## config.mk

```make
export PLATFORM = sky130hd
export DESIGN_NAME = nand_strobe_gen
export DESIGN_NICKNAME = d
export VERILOG_FILES = /design/src/rtl/nstb_pkg.sv /design/src/rtl/nstb_cfg_regs.sv /design/src/rtl/nstb_strobe_fsm.sv /design/src/rtl/nand_strobe_gen.sv
export SDC_FILE = /design/constraint.sdc
export NUM_CORES = 1
export LEC_CHECK = 0
export ABC_AREA = 1
export ABC_CLOCK_PERIOD_IN_PS = 4000
export CAP_MARGIN = 10
export CORE_MARGIN = 2
export CORE_UTILIZATION = 50
export CTS_CLUSTER_DIAMETER = 80
export DETAILED_ROUTE_END_ITERATION = 10
export PLACE_DENSITY = 0.86
export SYNTH_ARGS = -nofsm -noshare
export SYNTH_HDL_FRONTEND = slang
export SYNTH_SLANG_ARGS = --single-unit
```

## constraint.sdc

```tcl
create_clock -name clk -period 4 [get_ports clk]
set_input_delay 1 -clock clk [delete_from_list [all_inputs] [get_ports clk]]
set_output_delay 1 -clock clk [all_outputs]
set_load 0.005 [all_outputs]
```

## src/rtl/nstb_pkg.sv

```systemverilog
package nstb_pkg;

    typedef enum logic [1:0] {
        KIND_CMD   = 2'd0,
        KIND_ADDR  = 2'd1,
        KIND_WDATA = 2'd2,
        KIND_RDATA = 2'd3
    } req_kind_e;

    typedef enum logic [2:0] {
        PH_IDLE,
        PH_SETUP,
        PH_LOW,
        PH_HIGH,
        PH_TURN,
        PH_BDLY,
        PH_BWAIT
    } phase_e;

    // Packed most significant field first; positions are decoded by software.
    typedef struct packed {
        logic [1:0] cea;
        logic [4:0] bsy;
        logic [2:0] turn;
        logic [3:0] rd_hi;
        logic [3:0] rd_lo;
        logic [3:0] wr_hi;
        logic [3:0] wr_lo;
    } timing_t;

    localparam int TIMING_W = $bits(timing_t);
    localparam int CNT_W    = 5;

    localparam logic [1:0] REGA_LOCK   = 2'd0;
    localparam logic [1:0] REGA_TIMING = 2'd1;
    localparam logic [1:0] REGA_IFACE  = 2'd2;
    localparam logic [1:0] REGA_CE     = 2'd3;

endpackage

```

## src/rtl/nstb_cfg_regs.sv

```systemverilog
module nstb_cfg_regs
    import nstb_pkg::*;
#(
    parameter int WDATA_W  = 32,
    parameter int LOCK_KEY = 32'h0000_A25E
) (
    input  logic               clk,
    input  logic               rst_n,
    input  logic               wr_en,
    input  logic [1:0]         wr_addr,
    input  logic [WDATA_W-1:0] wr_data,
    output timing_t            timing,
    output logic               large_page,
    output logic               four_addr,
    output logic               ce_normal
);

    typedef struct packed {
        timing_t timing;
        logic    large_page;
        logic    four_addr;
        logic    ce_normal;
        logic    unlocked;
    } cfg_state_t;

    localparam logic [WDATA_W-1:0] KEY_VAL = WDATA_W'(LOCK_KEY);

    cfg_state_t st_d, st_q;

    always_comb begin
        st_d = st_q;
        if (wr_en) begin
            if (wr_addr == REGA_LOCK) begin
                st_d.unlocked = (wr_data == KEY_VAL);
            end else begin
                if (st_q.unlocked) begin
                    case (wr_addr)
                        REGA_TIMING: st_d.timing = timing_t'(wr_data[TIMING_W-1:0]);
                        REGA_IFACE: begin
                            st_d.large_page = wr_data[2];
                            st_d.four_addr  = wr_data[1];
                        end
                        default:     st_d.ce_normal = wr_data[0];
                    endcase
                end
                st_d.unlocked = 1'b0;
            end
        end
    end

    always_ff @(posedge clk or negedge rst_n) begin
        if (!rst_n) begin
            st_q.timing     <= '1;
            st_q.large_page <= 1'b0;
            st_q.four_addr  <= 1'b0;
            st_q.ce_normal  <= 1'b1;
            st_q.unlocked   <= 1'b0;
        end else begin
            st_q <= st_d;
        end
    end

    assign timing     = st_q.timing;
    assign large_page = st_q.large_page;
    assign four_addr  = st_q.four_addr;
    assign ce_normal  = st_q.ce_normal;

    // while closed, configuration cannot move in the next cycle
    assert_locked_hold_R2: assert property (@(posedge clk) disable iff (!rst_n)
        !st_q.unlocked |=> ($stable(st_q.timing) && $stable(st_q.ce_normal)
                            && $stable(st_q.large_page) && $stable(st_q.four_addr)));

    // a protected write always leaves the lock closed
    assert_relock_R3: assert property (@(posedge clk) disable iff (!rst_n)
        (wr_en && wr_addr != REGA_LOCK) |=> !st_q.unlocked);

endmodule

```

## src/rtl/nstb_strobe_fsm.sv

```systemverilog
module nstb_strobe_fsm
    import nstb_pkg::*;
#(
    parameter int DATA_W      = 8,
    parameter int SYNC_STAGES = 2
) (
    input  logic              clk,
    input  logic              rst_n,
    input  timing_t           timing,
    input  logic              ce_normal,
    input  logic              req_valid,
    input  req_kind_e         req_kind,
    input  logic [DATA_W-1:0] req_data,
    input  logic              req_wait_busy,
    output logic              req_ready,
    output logic              done,
    output logic [DATA_W-1:0] rd_data,
    output logic              cle,
    output logic              ale,
    output logic              ce_n,
    output logic              we_n,
    output logic              re_n,
    output logic [DATA_W-1:0] dq_out,
    output logic              dq_oe,
    input  logic [DATA_W-1:0] dq_in,
    input  logic              rb_n,
    output logic              nand_ready
);

    typedef struct packed {
        phase_e            phase;
        logic [CNT_W-1:0]  cnt;
        req_kind_e         kind;
        logic [DATA_W-1:0] wdata;
        logic              wait_busy;
        logic [DATA_W-1:0] rdata;
        logic              done;
        logic              cle;
        logic              ale;
        logic              ce_n;
        logic              we_n;
        logic              re_n;
        logic              dq_oe;
    } fsm_state_t;

    fsm_state_t st_d, st_q;

    // ready/busy synchronizer
    logic [SYNC_STAGES-1:0] rb_sync_q;
    logic                   rb_ok;

    generate
        if (SYNC_STAGES == 1) begin : g_sync1
            always_ff @(posedge clk or negedge rst_n) begin
                if (!rst_n) rb_sync_q <= '1;
                else        rb_sync_q <= rb_n;
            end
        end else begin : g_syncn
            always_ff @(posedge clk or negedge rst_n) begin
                if (!rst_n) rb_sync_q <= '1;
                else        rb_sync_q <= {rb_sync_q[SYNC_STAGES-2:0], rb_n};
            end
        end
    endgenerate

    assign rb_ok = rb_sync_q[SYNC_STAGES-1];

    logic cnt_zero;
    logic is_rd;
    logic strobe_end;
    logic bus_phase;
    logic rd_next;

    assign cnt_zero = (st_q.cnt == '0);
    assign is_rd    = (st_q.kind == KIND_RDATA);

    always_comb begin
        st_d       = st_q;
        st_d.done  = 1'b0;
        strobe_end = 1'b0;

        case (st_q.phase)
            PH_IDLE: begin
                if (req_valid) begin
                    st_d.phase     = PH_SETUP;
                    st_d.cnt       = CNT_W'(timing.cea);
                    st_d.kind      = req_kind;
                    st_d.wdata     = req_data;
                    st_d.wait_busy = req_wait_busy;
                end
            end
            PH_SETUP: begin
                if (cnt_zero) begin
                    st_d.phase = PH_LOW;
                    st_d.cnt   = is_rd ? CNT_W'(timing.rd_lo) : CNT_W'(timing.wr_lo);
                end else begin
                    st_d.cnt = st_q.cnt - 1'b1;
                end
            end
            PH_LOW: begin
                if (cnt_zero) begin
                    st_d.phase = PH_HIGH;
                    st_d.cnt   = is_rd ? CNT_W'(timing.rd_hi) : CNT_W'(timing.wr_hi);
                    if (is_rd) begin
                        st_d.rdata = dq_in;
                    end
                end else begin
                    st_d.cnt = st_q.cnt - 1'b1;
                end
            end
            PH_HIGH: begin
                if (cnt_zero) begin
                    if (is_rd) begin
                        st_d.phase = PH_TURN;
                        st_d.cnt   = CNT_W'(timing.turn);
                    end else begin
                        strobe_end = 1'b1;
                    end
                end else begin
                    st_d.cnt = st_q.cnt - 1'b1;
                end
            end
            PH_TURN: begin
                if (cnt_zero) strobe_end = 1'b1;
                else          st_d.cnt   = st_q.cnt - 1'b1;
            end
            PH_BDLY: begin
                if (cnt_zero) st_d.phase = PH_BWAIT;
                else          st_d.cnt   = st_q.cnt - 1'b1;
            end
            PH_BWAIT: begin
                if (rb_ok) begin
                    st_d.phase = PH_IDLE;
                    st_d.done  = 1'b1;
                end
            end
            default: st_d.phase = PH_IDLE;
        endcase

        if (strobe_end) begin
            if (st_q.wait_busy) begin
                st_d.phase = PH_BDLY;
                st_d.cnt   = CNT_W'(timing.bsy);
            end else begin
                st_d.phase = PH_IDLE;
                st_d.done  = 1'b1;
            end
        end

        // Pin values registered from the phase being entered
        bus_phase  = (st_d.phase == PH_SETUP) || (st_d.phase == PH_LOW) ||
                     (st_d.phase == PH_HIGH);
        rd_next    = (st_d.kind == KIND_RDATA);
        st_d.cle   = bus_phase && (st_d.kind == KIND_CMD);
        st_d.ale   = bus_phase && (st_d.kind == KIND_ADDR);
        st_d.dq_oe = bus_phase && !rd_next;
        st_d.we_n  = !((st_d.phase == PH_LOW) && !rd_next);
        st_d.re_n  = !((st_d.phase == PH_LOW) && rd_next);
        st_d.ce_n  = ce_normal ? (st_d.phase == PH_IDLE) : 1'b0;
    end

    always_ff @(posedge clk or negedge rst_n) begin
        if (!rst_n) begin
            st_q.phase     <= PH_IDLE;
            st_q.cnt       <= '0;
            st_q.kind      <= KIND_CMD;
            st_q.wdata     <= '0;
            st_q.wait_busy <= 1'b0;
            st_q.rdata     <= '0;
            st_q.done      <= 1'b0;
            st_q.cle       <= 1'b0;
            st_q.ale       <= 1'b0;
            st_q.ce_n      <= 1'b1;
            st_q.we_n      <= 1'b1;
            st_q.re_n      <= 1'b1;
            st_q.dq_oe     <= 1'b0;
        end else begin
            st_q <= st_d;
        end
    end

    assign req_ready  = (st_q.phase == PH_IDLE);
    assign done       = st_q.done;
    assign rd_data    = st_q.rdata;
    assign cle        = st_q.cle;
    assign ale        = st_q.ale;
    assign ce_n       = st_q.ce_n;
    assign we_n       = st_q.we_n;
    assign re_n       = st_q.re_n;
    assign dq_out     = st_q.wdata;
    assign dq_oe      = st_q.dq_oe;
    assign nand_ready = rb_ok;

    assert_strobe_exclusive_R11: assert property (@(posedge clk) disable iff (!rst_n)
        !(!we_n && !re_n));

    assert_we_needs_ce_R5: assert property (@(posedge clk) disable iff (!rst_n)
        !we_n |-> !ce_n);

    assert_accept_busy_R7: assert property (@(posedge clk) disable iff (!rst_n)
        (req_ready && req_valid) |=> !req_ready);

    assert_done_single_R7: assert property (@(posedge clk) disable iff (!rst_n)
        done |=> !done);

    assert_busy_blocks_done_R8: assert property (@(posedge clk) disable iff (!rst_n)
        (st_q.phase == PH_BWAIT && !rb_ok) |=> !done);

    assert_read_capture_R6: assert property (@(posedge clk) disable iff (!rst_n)
        $rose(re_n) |-> (rd_data == $past(dq_in)));

endmodule

```

## src/rtl/nand_strobe_gen.sv

```systemverilog
module nand_strobe_gen
    import nstb_pkg::*;
#(
    parameter int DATA_W      = 8,
    parameter int WDATA_W     = 32,
    parameter int SYNC_STAGES = 2,
    parameter int LOCK_KEY    = 32'h0000_A25E
) (
    input  logic               clk,
    input  logic               rst_n,
    input  logic               reg_wr_en,
    input  logic [1:0]         reg_addr,
    input  logic [WDATA_W-1:0] reg_wdata,
    input  logic               req_valid,
    input  logic [1:0]         req_kind,
    input  logic [DATA_W-1:0]  req_data,
    input  logic               req_wait_busy,
    output logic               req_ready,
    output logic               req_done,
    output logic [DATA_W-1:0]  rd_data,
    output logic               nand_cle,
    output logic               nand_ale,
    output logic               nand_ce_n,
    output logic               nand_we_n,
    output logic               nand_re_n,
    output logic [DATA_W-1:0]  nand_dq_out,
    output logic               nand_dq_oe,
    input  logic [DATA_W-1:0]  nand_dq_in,
    input  logic               nand_rb_n,
    output logic [1:0]         stat,
    output logic [TIMING_W-1:0] cfg_timing,
    output logic               cfg_large_page,
    output logic               cfg_four_addr,
    output logic               cfg_ce_normal
);

    timing_t timing_w;
    logic    nand_ready_w;

    nstb_cfg_regs #(
        .WDATA_W  (WDATA_W),
        .LOCK_KEY (LOCK_KEY)
    ) u_cfg (
        .clk        (clk),
        .rst_n      (rst_n),
        .wr_en      (reg_wr_en),
        .wr_addr    (reg_addr),
        .wr_data    (reg_wdata),
        .timing     (timing_w),
        .large_page (cfg_large_page),
        .four_addr  (cfg_four_addr),
        .ce_normal  (cfg_ce_normal)
    );

    nstb_strobe_fsm #(
        .DATA_W      (DATA_W),
        .SYNC_STAGES (SYNC_STAGES)
    ) u_fsm (
        .clk           (clk),
        .rst_n         (rst_n),
        .timing        (timing_w),
        .ce_normal     (cfg_ce_normal),
        .req_valid     (req_valid),
        .req_kind      (req_kind_e'(req_kind)),
        .req_data      (req_data),
        .req_wait_busy (req_wait_busy),
        .req_ready     (req_ready),
        .done          (req_done),
        .rd_data       (rd_data),
        .cle           (nand_cle),
        .ale           (nand_ale),
        .ce_n          (nand_ce_n),
        .we_n          (nand_we_n),
        .re_n          (nand_re_n),
        .dq_out        (nand_dq_out),
        .dq_oe         (nand_dq_oe),
        .dq_in         (nand_dq_in),
        .rb_n          (nand_rb_n),
        .nand_ready    (nand_ready_w)
    );

    assign cfg_timing = timing_w;
    assign stat       = {req_ready, nand_ready_w};

endmodule

```

# Yosys cells after proc, flatten, opt, wreduce, memory -nomap -nowiden
# Cells that the tools add are included.
dict set report word_totals {
  in_bits 58
  output_inout_bits 55
  memories 0
  register_bits 66
  mem_bits_rw 0
  romBits 0
  elab_cells 94
  latch_bits 0
}
dict set report op_classes {
  bitwise_logic 2
  eq_ne 15
  magnitude_cmp 0
  div_mod_pow 0
  reduce_logical 22
  shift 0
  n_mux 29
  n_addsub 1
  mul 0
}
# operator count
set ops {}
lappend ops {{32-bit by 16-bit == test with 1-bit output, second input constant} 1}
lappend ops {{5-bit two-way mux} 5}
lappend ops {{5-bit one-hot mux with 5 select lines} 1}
lappend ops {{3-bit one-hot mux with 7 select lines} 1}
lappend ops {{19-bit two-way mux} 1}
lappend ops {{3-bit two-way mux} 6}
lappend ops {{8-bit two-way mux} 2}
lappend ops {{3-bit by 2-bit == test with 1-bit output, second input constant} 4}
lappend ops {{4-bit AND reduction} 3}
lappend ops {{11-bit two-way mux} 1}
lappend ops {{3-bit == test, second input constant} 3}
lappend ops {{1-bit two-way mux} 9}
lappend ops {{4-bit two-way mux} 2}
lappend ops {{2-bit == test, second input constant} 3}
lappend ops {{3-bit by 1-bit == test with 1-bit output, second input constant} 2}
lappend ops {{3-bit zero test} 2}
lappend ops {{1-bit logical AND} 5}
lappend ops {{5-bit zero test} 1}
lappend ops {{5-bit by 1-bit subtractor with 5-bit output, second input constant} 1}
lappend ops {{2-bit by 1-bit == test with 1-bit output, second input constant} 2}
lappend ops {{2-bit zero test} 2}
lappend ops {{2-bit OR reduction} 2}
lappend ops {{1-bit zero test} 3}
lappend ops {{3-bit AND reduction} 1}
lappend ops {{4 further kinds} 6}

# Logic depth before layout (Yosys ltp)
dict set report depth {
  ltp_word 10
  mapped_depth 11
  depth_no_buf 11
}

# Hierarchy
# Synthesis repeated with hierarchy kept, for this count alone.
dict set report unflattened {
  hier_cells 441
  area_unflattened_um2 3742.3
}
# module n_inst area_per_inst_um2 seq_area_each_um2 cells_each
set modules_own_cells {}
lappend modules_own_cells {nstb_strobe_fsm 1 2074.5 907.1 257}
lappend modules_own_cells {nstb_cfg_regs 1 1652.8 784.5 182}
lappend modules_own_cells {nand_strobe_gen 1 15.0 0.0 2}

# Worst setup path before layout
# OpenSTA, ideal clock, no wires.
dict set report synth_path {
  kind {input to register}
  start {input reg_wr_en}
  end {register, netlist name u_cfg.timing[14]}
  slack_ns 2.070
  stages 5
  setup_ns 0.082
  required_ns 3.918
  t_arrival_ns 1.848
  n_path_buf 1
  path_cell_list {nand2_1 > inv_1 > nand3_1 > clkbuf_1 > mux2_2}
}
dict set report synth_between {
  elab_chain_cells 1
}
# element line_no
set synth_lines {}
lappend synth_lines {{start, declared} nand_strobe_gen.sv:11} ;# input logic reg_wr_en,
lappend synth_lines {{4-bit AND reduction (no source line)} --}
# Every way passes these cells.
# A chain may end at the register's enable or synchronous reset.

# Worst setup path after layout
dict set report layout_path {
  start {register u_fsm.st_q[32] (netlist bit)}
  end {output req_ready}
}
dict set report layout_between {
  elab_chain_cells 1
}
# element line_no
set layout_lines {}
lappend layout_lines {{start, declared} nstb_strobe_fsm.sv:46} ;# fsm_state_t st_d, st_q;
lappend layout_lines {{start signal, assigned} nstb_strobe_fsm.sv:178} ;# st_q <= st_d;
lappend layout_lines {{3-bit zero test} nstb_strobe_fsm.sv:182} ;# assign req_ready = (st_q.phase == PH_IDLE);
lappend layout_lines {{end, declared} nand_strobe_gen.sv:18} ;# output logic req_ready,
# Every way passes these cells.

==> qor.txt <==
slowest CP cell = clkdlybuf4s50_1
largest net degree at the start of global routing = 41
via count = 2,806
worst hold margin = 0.357 ns
starting density of the core = 51.7%
Post-CTS Setup Repair Bufs = 0
clk sinks = 66
clk root buf = clkbuf_8
fin crit period = 2.76 ns
most common cell after layout, fill and taps aside = clkdlybuf4s50_1
GR Util All Layers = 21.9%
row count = 30
most frequent cells in the layout = 111 x clkdlybuf4s50_1, 74 x nand2_1, 39 x inv_1, 34 x nor2_1, 34 x dfrtp_1
insertion delay to the later sink of the worst-skew pair = 0.33 ns
Worst-path clk slew = 0.07 ns
max frequency = 0.362 GHz
initial antenna violation count = 0
CTS tree = built
Worst setup EP type = output port
share of layout cells above drive strength 1 = 18.5%
DIE HEIGHT = 87.8 um
Tightest Pin Transition = 0.823 ns
Die W = 87.8 um
GP Congestion = 0.874
post-synthesis to final-layout area growth = 30.0%
CP cell instances = nor2_1, nand2_1, inv_2, clkdlybuf4s50_1
# IOs = 113
first-pass GRT wire length = 13,000 um
drt wl/cell = 14.1 um
Final #Nets = 524
max-slew violations = 0
unrepaired setup endpoints after global routing = false
WL final = 7960 um
synthesized area = 0.00351 sq mm
Netlist cell types = 32
crit path kind = flop to output port
final core utilization = 67.3%
synth warn = 0
clk_skew = 0.00560 ns
n_diodes = 0
Setup Total Neg Slack = 0 ns
post-route cell area = 0.00457 sq mm
Mapped Avg Cell Area = 9.01 sq um
status = finished, final reports clean
area post-placement = 0.00441 sq mm
vias per inst = 4.96
Power Density = 542 mW/mm^2
die area = 0.00772 sq mm
Pleak = 2.04 nW
HPWL Detailed = 6080 um
worst-path fanout max = 6
Finish-stage setup viols = 0
Synth Net Count = 449
Slew headroom = 45.1%
number of DRC markers in iteration 0 = 166
Hold Path Class = flop to flop
H-tree depth = 3
drt first pass iters = 4
max incr delay on CP = 0.50 ns
required time of the critical path = 3.00 ns
detailed-route DRC error count = 0
Num CTS Buffers = 9
clock buffer depth = 2
core area = 0.00679 sq mm
GRT overflow = 0
# port buffers = 112
CP Data Arrival Time = 1.76 ns
worst vdd ir = 231 uV
CTS hold repair buffers = 0
#FFs+latches synth = 66
number of max-cap violations = 0
post-synthesis sequential area ratio = 48.1%
final period utilization = 69.1%
Hold Vio Cnt, Final = 0
post-route ant nets = 0
post-cts sizing count = 0
Cells after Synth = 390
vias in the first global route = 2,815
CP Launch Type = flop
==> layout make-up <==
class                           count  area, sq um
Fill cell                         551         2220
Sequential cell                    66         1690
Multi-Input combinational cell    231         1300
Timing Repair Buffer              114         1130
Inverter                           43          161
Clock buffer                       13          149
Tap cell                           96          120
Clock inverter                      3         15.0
==> critical path, delay by kind of cell, from the launching register on <==
kind	cells	cell delay (ns)
buf+inv	2	0.60
simple gates	2	0.39
flops	1	0.44
==> power by group <==
part	switching [mW]	internal [mW]	leakage, nW	total (mW)
Clock	0.233	0.239	0.0872	0.472
Sequential	0.0872	0.829	0.747	0.917
Combinational	0.585	0.502	1.21	1.09
==> path summary, 6_finish.rpt <==
| path | from | end | slack, ns | depth (start not counted) |
|---|---|---|---|---|
| setup / recovery | u_fsm.st_q[32] | req_ready | 1.24 | 4 |
| hold / removal | u_fsm.rb_sync_q[0] | u_fsm.rb_sync_q[1] | 0.36 | 0 |
| setup reg to reg | u_fsm.st_q[26] | u_fsm.st_q[27] | 2.04 | 11 |
| hold reg to reg | u_fsm.rb_sync_q[0] | u_fsm.rb_sync_q[1] | 0.36 | 0 |
| max in group asynchronous | rst_n | u_cfg.timing[16] | 2.34 | 2 |
| min in group asynchronous | rst_n | u_fsm.st_q[28] | 0.75 | 1 |
==> registers in the layout (all words and copies together) (netlist names) <==
name and flops:
u_cfg.large_page 1, u_fsm.st_q 11, u_fsm.we_n 1, u_fsm.rb_sync_q 2
u_fsm.cle 1, u_fsm.dq_oe 1, u_fsm.dq_out 8, u_fsm.ce_n 1
u_fsm.ale 1, u_fsm.done 1, u_cfg.ce_normal 1, u_cfg.four_addr 1
u_fsm.re_n 1, u_cfg.st_q 1, u_cfg.timing 26, u_fsm.rd_data 8
==> through the flow <==
step / std cells / setup slack, ns / power (mW)
finish: 566 / 1.24 / 2.48
global route: 566 / 1.14 / 2.66
CTS: 566 / 1.22 / 2.49
detailed placement: 550 / 1.50 / 2.01
global placement: 550 / 1.56 / 1.97
floorplan: 390 / 2.07 / 1.67
==> routing by layer <==
metal  part of all wire, %  routed length, um  GRT usage [%]  up-vias
li1                      -                  -              -     1377
met1                    41               3290           28.6     1324
met2                    52               4150           36.7      101
met3                   6.3                505           4.52        4
met4                  0.18                 14           6.85        0
met5                     0                  0              0        -
==> cell families after synthesis <==
family	Yosys count	share of synthesized area, %
AO/OA/AOI/OAI	39	6.19
adder cells (fa/ha/maj)	1	0.356
buffers and inverters	93	14.8
flip-flops	66	48.1
multiplexers	28	8.97
AND/OR/NAND/NOR	163	21.5
==> cells in the mapped netlist (all sizes together) <==
cell type	n	area share [%]
clkbuf	3	0.32
dfrtp	34	24
o211ai	1	0.21
mux2	28	9.0
a21oi	8	1.5
a22o	1	0.25
nand2	80	9.1
ha	1	0.36
nor3	3	0.75
nand3	27	4.6
a31oi	1	0.18
o21ai	28	4.1
inv	43	4.6
or2	3	0.53
nand4	6	1.1
buf	47	9.9
nor2	35	3.8
nand3b	3	0.64
dfstp	32	24
nor4	6	1.1
Note: power is estimated with default switching activity, not from simulation.
